--- config.mk ---
export PLATFORM = sky130hd
export DESIGN_NAME = omega_net
export DESIGN_NICKNAME = d
export VERILOG_FILES = /design/src/rtl/omega_pkg.sv /design/src/rtl/omega_xcell.sv /design/src/rtl/omega_route_arbiter.sv /design/src/rtl/omega_fabric.sv /design/src/rtl/omega_net.sv
export SDC_FILE = /design/constraint.sdc
export NUM_CORES = 1
export LEC_CHECK = 0
export CAP_MARGIN = 20
export CORE_MARGIN = 2
export CORE_UTILIZATION = 35
export DETAILED_ROUTE_END_ITERATION = 16
export HOLD_SLACK_MARGIN = 0.08
export PLACE_DENSITY = 0.72
export SYNTH_ARGS = -nofsm -noshare
export SYNTH_HDL_FRONTEND = slang
export SYNTH_SLANG_ARGS = --single-unit
--- constraint.sdc ---
create_clock -name clk -period 5.8 [get_ports clk]
set_clock_uncertainty 0.15 [all_clocks]
set_input_delay 0.87 -clock clk [delete_from_list [all_inputs] [get_ports clk]]
set_output_delay 0.87 -clock clk [all_outputs]
set_load 0.1 [all_outputs]
--- src/rtl/omega_pkg.sv ---
package omega_pkg;

    typedef enum logic [1:0] {
        XS_THRU  = 2'b00,
        XS_CROSS = 2'b01,
        XS_BC_UP = 2'b10,
        XS_BC_LO = 2'b11
    } xstate_e;

    // State a cell needs, given the input half the path arrives on and the
    // output half the target bit selects.
    function automatic xstate_e need_state(input logic in_lower,
                                           input logic out_lower,
                                           input logic bcast_here);
        if (bcast_here)
            return in_lower ? XS_BC_LO : XS_BC_UP;
        return (in_lower ^ out_lower) ? XS_CROSS : XS_THRU;
    endfunction

endpackage

--- src/rtl/omega_xcell.sv ---
module omega_xcell
    import omega_pkg::*;
#(
    parameter int DATA_W = 8
) (
    input  xstate_e             state,
    input  logic [DATA_W-1:0]   in_up,
    input  logic [DATA_W-1:0]   in_lo,
    output logic [DATA_W-1:0]   out_up,
    output logic [DATA_W-1:0]   out_lo
);
    always_comb begin
        unique case (state)
            XS_THRU:  begin out_up = in_up; out_lo = in_lo; end
            XS_CROSS: begin out_up = in_lo; out_lo = in_up; end
            XS_BC_UP: begin out_up = in_up; out_lo = in_up; end
            default:  begin out_up = in_lo; out_lo = in_lo; end
        endcase
    end
endmodule

--- src/rtl/omega_route_arbiter.sv ---
module omega_route_arbiter
    import omega_pkg::*;
#(
    parameter int N_PORTS = 4,
    parameter int STAGES  = $clog2(N_PORTS)
) (
    input  logic [N_PORTS-1:0]          req_valid,
    input  logic [N_PORTS-1:0]          req_bcast,
    input  logic [N_PORTS*STAGES-1:0]   req_dest,
    output logic [N_PORTS-1:0]          grant,
    output logic [N_PORTS-1:0]          dest_mask,
    output logic [N_PORTS*STAGES-1:0]   sw_flat
);
    localparam int HALF = N_PORTS / 2;

    xstate_e    cell_st   [STAGES][HALF];
    logic       cell_used [STAGES][HALF];

    always_comb begin
        logic [STAGES-1:0] pos;
        logic [STAGES-1:0] dst;
        logic              fits;
        xstate_e           need    [STAGES];
        logic [STAGES-2:0] need_j  [STAGES];

        grant     = '0;
        dest_mask = '0;
        pos       = '0;
        dst       = '0;
        fits      = 1'b0;
        for (int k = 0; k < STAGES; k++) begin
            need[k]   = XS_THRU;
            need_j[k] = '0;
            for (int j = 0; j < HALF; j++) begin
                cell_st[k][j]   = XS_THRU;
                cell_used[k][j] = 1'b0;
            end
        end

        // Lowest source first: claimed cells bind every later request.
        for (int s = 0; s < N_PORTS; s++) begin
            if (req_valid[s]) begin
                pos  = STAGES'(s);
                dst  = req_dest[s*STAGES +: STAGES];
                fits = 1'b1;
                for (int k = 0; k < STAGES; k++) begin
                    pos       = {pos[STAGES-2:0], pos[STAGES-1]};
                    need_j[k] = pos[STAGES-1:1];
                    need[k]   = need_state(pos[0], dst[STAGES-1-k],
                                           req_bcast[s] && (k == STAGES-1));
                    if (cell_used[k][need_j[k]] && cell_st[k][need_j[k]] != need[k])
                        fits = 1'b0;
                    pos = {pos[STAGES-1:1], dst[STAGES-1-k]};
                end
                if (fits) begin
                    for (int k = 0; k < STAGES; k++) begin
                        cell_used[k][need_j[k]] = 1'b1;
                        cell_st[k][need_j[k]]   = need[k];
                    end
                    grant[s]       = 1'b1;
                    dest_mask[dst] = 1'b1;
                    if (req_bcast[s])
                        dest_mask[dst ^ STAGES'(1)] = 1'b1;
                end
            end
        end

        for (int k = 0; k < STAGES; k++)
            for (int j = 0; j < HALF; j++)
                sw_flat[2*(k*HALF+j) +: 2] = cell_st[k][j];
    end
endmodule

--- src/rtl/omega_fabric.sv ---
module omega_fabric
    import omega_pkg::*;
#(
    parameter int N_PORTS = 4,
    parameter int STAGES  = $clog2(N_PORTS),
    parameter int DATA_W  = 8
) (
    input  logic [N_PORTS*STAGES-1:0]   sw_flat,
    input  logic [N_PORTS*DATA_W-1:0]   data_in,
    output logic [N_PORTS*DATA_W-1:0]   data_out
);
    localparam int HALF = N_PORTS / 2;

    logic [DATA_W-1:0] lane [STAGES+1][N_PORTS];
    logic [DATA_W-1:0] shuf [STAGES][N_PORTS];

    for (genvar p = 0; p < N_PORTS; p++) begin : g_in
        assign lane[0][p]           = data_in[p*DATA_W +: DATA_W];
        assign data_out[p*DATA_W +: DATA_W] = lane[STAGES][p];
    end

    for (genvar k = 0; k < STAGES; k++) begin : g_stage
        for (genvar p = 0; p < N_PORTS; p++) begin : g_shuffle
            localparam int ROT = ((p << 1) | (p >> (STAGES-1))) % N_PORTS;
            assign shuf[k][ROT] = lane[k][p];
        end
        for (genvar j = 0; j < HALF; j++) begin : g_cell
            omega_xcell #(.DATA_W(DATA_W)) u_cell (
                .state  (xstate_e'(sw_flat[2*(k*HALF+j) +: 2])),
                .in_up  (shuf[k][2*j]),
                .in_lo  (shuf[k][2*j+1]),
                .out_up (lane[k+1][2*j]),
                .out_lo (lane[k+1][2*j+1])
            );
        end
    end
endmodule

--- src/rtl/omega_net.sv ---
module omega_net
    import omega_pkg::*;
#(
    parameter int N_PORTS = 4,
    parameter int DATA_W  = 8,
    localparam int STAGES = $clog2(N_PORTS)
) (
    input  logic                        clk,
    input  logic                        rst,
    input  logic [N_PORTS-1:0]          req_valid,
    input  logic [N_PORTS-1:0]          req_bcast,
    input  logic [N_PORTS*STAGES-1:0]   req_dest,
    input  logic [N_PORTS*DATA_W-1:0]   src_data,
    output logic [N_PORTS-1:0]          grant,
    output logic [N_PORTS-1:0]          blocked,
    output logic [N_PORTS*STAGES-1:0]   sw_state,
    output logic [N_PORTS-1:0]          mem_valid,
    output logic [N_PORTS*DATA_W-1:0]   mem_data
);
    logic [N_PORTS-1:0]        grant_d;
    logic [N_PORTS-1:0]        dmask_d;
    logic [N_PORTS*STAGES-1:0] sw_d;
    logic [N_PORTS*DATA_W-1:0] fab_out;
    logic [N_PORTS*DATA_W-1:0] data_d;

    omega_route_arbiter #(.N_PORTS(N_PORTS), .STAGES(STAGES)) u_arb (
        .req_valid (req_valid),
        .req_bcast (req_bcast),
        .req_dest  (req_dest),
        .grant     (grant_d),
        .dest_mask (dmask_d),
        .sw_flat   (sw_d)
    );

    omega_fabric #(.N_PORTS(N_PORTS), .STAGES(STAGES), .DATA_W(DATA_W)) u_fab (
        .sw_flat  (sw_d),
        .data_in  (src_data),
        .data_out (fab_out)
    );

    for (genvar d = 0; d < N_PORTS; d++) begin : g_mask
        assign data_d[d*DATA_W +: DATA_W] =
            dmask_d[d] ? fab_out[d*DATA_W +: DATA_W] : '0;
    end

    always_ff @(posedge clk) begin
        if (rst) begin
            grant     <= '0;
            blocked   <= '0;
            sw_state  <= '0;
            mem_valid <= '0;
            mem_data  <= '0;
        end else begin
            grant     <= grant_d;
            blocked   <= req_valid & ~grant_d;
            sw_state  <= sw_d;
            mem_valid <= dmask_d;
            mem_data  <= data_d;
        end
    end
endmodule

---- Word-level counts from Yosys, hierarchy flattened ----
Index checks and enable logic that the tools add are counted.
cells by class
  order comparisons ....................... 24
  equal/unequal tests ..................... 14
  mux-type cells .......................... 139
  bitwise logic cells ..................... 24
  reduce and logical (&&, ||, !) cells .... 34
operators by type and width
  operator            count
  $mux 2              35
  $mux 4              16
  $mux 8              8
  $mux 1              56
  $or 4x4->4          7
  $lt 2x3->1 const B  8
  $mux 6              4
  $reduce_or 2->1     12
  $logic_and 1x1->1   18
  $demux 1 s2         8
  $ge 2x1->1 const B  8
  $bwmux 4            3
  $ne 2x2->1          6
  $and 4x4->4         2
  $demux 2 s1         4
  $eq 2x1->1 const B  4
  $eq 2x2->1 const B  4
  $ge 2x2->1 const B  4
  $logic_not 2->1     4
  $lt 2x1->1 const B  4
  $not 1->1           8
  $not 1->2           4
  $mux 3              2
  $not 4->4           1
  2 further kinds     5
word-level totals
  register bits ........................... 52
  input bits .............................. 50
  output and inout bits ................... 52
  logic and storage cells ................. 243

---- Depth between registers and ports, before layout ----
  word-level depth ........................ 41
  depth in mapped cells ................... 14
  mapped depth without buffers ............ 11

---- Hierarchy ----
A second synthesis with hierarchy kept.
second synthesis, totals
  cell total of the unflattened synthesis .. 341
  area total of the unflattened synthesis .. 3627.2 um2
modules (own cells, without submodules)
  module               instances  cells an instance  area an instance (um2)  sequential area each (um2)
  omega_net            1          109                1476.4                  1041.0
  omega_xcell          4          23                 291.5                   0.0
  omega_route_arbiter  1          140                984.7                   0.0

---- Worst setup path before layout ----
OpenSTA, ideal clock, no wires.
  path type ............................... in2reg
  start point ............................. in req_dest[1]
  end point ............................... reg mem_data[16]
  library setup time ...................... 0.144 ns
  arrival ................................. 3.649 ns
  data required time ...................... 5.506 ns
  slack ................................... 1.856 ns
  cell stages on the path ................. 14
  cells stage by stage .................... buf_4 > xor2_2 > nor4b_4 > o2bb2ai_2 > xnor2_2 > o211ai_2 > a221o_1 > o31a_1 > a21bo_1 > buf_6 > nor3_4 > or2_1 > buf_4 > a311oi_1
on the way
  cells in the longest elaborated chain, start to end .. 39
  elaborated cells between the ends (all ways) .. 112
  classes of those cells .................. order compare: 6; eq/ne: 10; mux: 71; bitwise: 12; reduce/logical: 13
RTL lines
  item                                                                   line                                                  RTL
  start: declaration                                                     omega_net.sv:12                                       input logic [N_PORTS*STAGES-1:0] req_dest,
  $not 1->2 (implied by the code)                                        omega_route_arbiter.sv:57, omega_route_arbiter.sv:58
  $ge 2x2->1 (implied by the code) / $lt 2x1->1 (equally long branches)  omega_route_arbiter.sv:57, omega_route_arbiter.sv:58
  $logic_and 1x1->1 (implied by the code)                                omega_route_arbiter.sv:57, omega_route_arbiter.sv:58
  $mux 2 (implied by the code)                                           omega_route_arbiter.sv:58                             cell_st[k][need_j[k]] = need[k];
  $demux 2 s1                                                            omega_route_arbiter.sv:58
  $and 4x4->4 (no source line)                                           --
  $mux 4                                                                 omega_route_arbiter.sv:55                             if (fits) begin
  $mux 4                                                                 omega_route_arbiter.sv:42                             if (req_valid[s]) begin
  [... 22 more ...]                                                      --
  $logic_and 1x1->1                                                      omega_route_arbiter.sv:51                             if (cell_used[k][need_j[k]] && cell_st[k][need_j[k]] != need[k])
  $mux 1                                                                 omega_route_arbiter.sv:51
  $mux 1                                                                 omega_route_arbiter.sv:42
  $mux 6                                                                 omega_route_arbiter.sv:55
  $mux 6                                                                 omega_route_arbiter.sv:42
  $eq 2x2->1 / $eq 2x1->1 (equally long branches)                        omega_xcell.sv:13                                     unique case (state)
  $reduce_or 2->1 (no source line)                                       --
  $mux 8 (2 in a row)                                                    omega_xcell.sv:13
  end signal: assignment                                                 omega_net.sv:58                                       mem_data <= data_d;
  end: declaration                                                       omega_net.sv:18                                       output logic [N_PORTS*DATA_W-1:0] mem_data
Parallel ways exist; a longest one is shown, timed or not. The select of a mux whose other input is x is not followed.
A chain may end at the register's enable or synchronous reset.

---- Worst setup path after layout ----
  start point ............................. in req_dest[5]
  end point ............................... reg mem_data[17]
on the way
  cells in the longest elaborated chain, start to end .. 23
  elaborated cells between the ends (all ways) .. 77
  classes of those cells .................. order compare: 6; eq/ne: 8; mux: 45; bitwise: 7; reduce/logical: 11
RTL lines
  item                                             line
  $not 1->2 (implied by the code)                  omega_route_arbiter.sv:51, omega_route_arbiter.sv:57, omega_route_arbiter.sv:58
  $mux 2 (implied by the code) (3 in a row)        omega_route_arbiter.sv:51
  $ne 2x2->1                                       omega_route_arbiter.sv:51
  $logic_and 1x1->1                                omega_route_arbiter.sv:51
  $mux 1                                           omega_route_arbiter.sv:51
  $mux 1                                           omega_route_arbiter.sv:42
  $mux 4                                           omega_route_arbiter.sv:55
  $mux 4                                           omega_route_arbiter.sv:42
  [... 4 more ...]                                 --
  $logic_and 1x1->1                                omega_route_arbiter.sv:51
  $mux 1                                           omega_route_arbiter.sv:51
  $mux 1                                           omega_route_arbiter.sv:42
  $mux 6                                           omega_route_arbiter.sv:55
  $mux 6                                           omega_route_arbiter.sv:42
  $eq 2x2->1 / $eq 2x1->1 (equally long branches)  omega_xcell.sv:13
  $reduce_or 2->1 (no source line)                 --
  $mux 8 (2 in a row)                              omega_xcell.sv:13
Parallel ways exist; a longest one is shown, timed or not. The select of a mux whose other input is x is not followed.

==> metrics.yaml <==
synth-async-reset-ratio_pct: 0
holdBufCountCts: 0
synth-seq-cells: 49
slew_headroom_pct: 34.1
coreArea_sq_mm: 0.00859
swShare_pct: 47.0
syn_inst: 346
path_cells: "clkdlybuf4s50_1 > xnor2_1 > and3_1 > o2bb2ai_2 > xnor2_2 > o21ai_1 > nor3_1 > o31a_1 > a21bo_1 > nor3_4 > o41ai_4 > a311oi_1"
dr.pass1.iters: 5
wl_per_cell_um: 18.7
cts.sinks: 49
synth_edf_count: 0
grt_pass1_vias: 3058
hp-class: "in2reg"
start_util_pct: 35.6
ctsResizeCount: 0
worstPathRequired_ps: 5800
port_buffers: 98
wl_um: 10100
cap_violations: 0
fin_crit_sh_pct: 83.5
cts_tree: "built"
htreeDepth: 2
viasPerCell: 5.94
ant_nets: 0
synth_common_cells: "dfxtp_1 (49), nor3_1 (37), a311oi_1 (32)"
min_period_ps: 4840
syn_area_sq_mm: 0.00306
fin_worst_hold_slack_ps: 1070
drc_errors: 0
synth.most_common_cell: "dfxtp_1"
postCtsSetupRepairBufs: 0
grt_pass1_wl_um: 15800
cts-root-buf: "clkbuf_8"
tightest_slew_ps: 986
synthTopCellsByArea: "dfxtp_1 (32%), a311oi_1 (9.2%), mux2_2 (6.3%)"
p_per_area_mw_per_mm2: 277
die-width_um: 97.5
yosys_warnings: 0
io_pins: 102
dp_hpwl_um: 7660
rows: 34
grt_overflow: 0
yosysTopAreaCell: "dfxtp_1"
yosysSeqAreaShare_pct: 32.0
hold_viol: 0
setup_tns_ps: 0
p_switching_mw: 0.539
power_frac_comb_pct: 48.5
gp_congestion: 0.953
synth_top_area_share_pct: 32.0
die_y_um: 97.5
peakVddDrop_v: 0.000189
synthFlopType: "dfxtp_1"
leakagePower_nw: 1.51
seq_power_share_pct: 32.7
max_stage_delay_ps: 720
vias: 3197
layout-drive-gt1-share_pct: 11.9
dieArea_sq_mm: 0.00951
rsz0062_at_grt: "no"
setup_viol: 0
fill_cells: 822
cp-end-kind: "flip-flop"
drt_iter0_markers: 294
cts_buffer_depth: 2
diodes: 0
whs_path_depth: 2
clk_pin_slew_ps: 90
critPathMaxFanout: 10
grt_start_max_net_pins: 19
critPathSlowestCell: "o41ai_4"
start_kind: "input pin"
critical_path_class: "in2reg"
clockPowerShare_pct: 18.7
antenna_found_initial: 0
area_growth_pct: 35.3
slew_violations: 0
syn_avg_cell_area_sq_um: 8.85
status: "complete, no violations"
synth_cell_type_count: 56
intPower_mw: 0.609
worstPathArrival_ps: 4840
grt_usage_pct: 20.3
fmax_mhz: 207
numCtsBuffers: 5
nets: 479
[final cells by class]
type	count	area, sq um	share of cell area, %
Clock buffer	5	68.8	1.66
Clock inverter	3	26.3	0.634
Inverter	9	33.8	0.816
Multi-Input combinational cell	265	1910	46.1
Sequential cell	49	981	23.7
Tap cell	108	135	3.26
Timing Repair Buffer	99	988	23.9
[metrics by stage]
stage	cell area, sq um	setup WS, ps	cells	power, mW	utilization (%)
final	4140	959	538	1.15	48.2
after global routing	4140	677	538	1.19	48.2
after CTS	4130	1010	537	1.15	48.1
after detailed placement	4040	698	529	0.933	47.0
after global placement	4040	743	529	0.931	47.0
after floorplan	3070	1860	348	0.797	-
[final timing paths]
path                     start           end  slack, ps
setup / recovery   req_dest[5]  mem_data[17]        960
hold / removal    req_valid[2]    blocked[2]       1070
[state kept, by name, indices dropped and copies added (netlist names)]
register	cells
grant	4
mem_data	32
mem_valid	4
blocked	3
sw_state	6
[routing by layer]
metal	wire, um	vias to the layer above	global-route usage (%)
li1	-	1503	-
met1	4360	1495	27.8
met2	4600	183	31.8
met3	902	16	4.89
met4	216	0	5.77
met5	0	-	0
[cells in the final DEF, fill, tap and decap left out, types with 5 or more instances in the layout]
master and n:
a21oi_1 10, a311oi_1 32, and2_1 9, clkbuf_8 5, clkdlybuf4s50_1 98, dfxtp_1 49
inv_1 6, mux2_2 17, nand2_1 21, nand3_1 7, nand4_1 18, nor2_1 18
nor2b_1 5, nor3_1 37, o21ai_0 6, o31ai_1 19, or2_1 5
[kinds of logic (layout without fill, tap and decap cells)]
| logic type | after synthesis | in the layout | share of synthesized area [%] |
|---|---|---|---|
| compound gates | 100 | 100 | 27.4 |
| flops | 49 | 49 | 32.0 |
| simple gates | 136 | 136 | 25.0 |
| xor+xnor | 9 | 9 | 3.31 |
| other cells | 1 | 3 | 0.122 |
| mux | 17 | 17 | 6.25 |
| buf+inv | 34 | 116 | 5.88 |
[power by group through the flow]
stage / Sequential (mW) / Clock, mW / Combinational [mW]
2_1_floorplan: 0.604 / 0 / 0.194
3_3_place_gp: 0.383 / 0 / 0.547
3_5_place_dp: 0.384 / 0 / 0.550
4_1_cts: 0.376 / 0.223 / 0.552
5_1_grt: 0.379 / 0.233 / 0.581
6_report: 0.376 / 0.215 / 0.557
[worst max-delay path, delay by kind of cell]
family | cells | cell delay, ps
simple gates | 3 | 860
buf+inv | 1 | 610
xor+xnor | 2 | 550
compound gates | 6 | 1930
(Power assumes the default switching activity.)
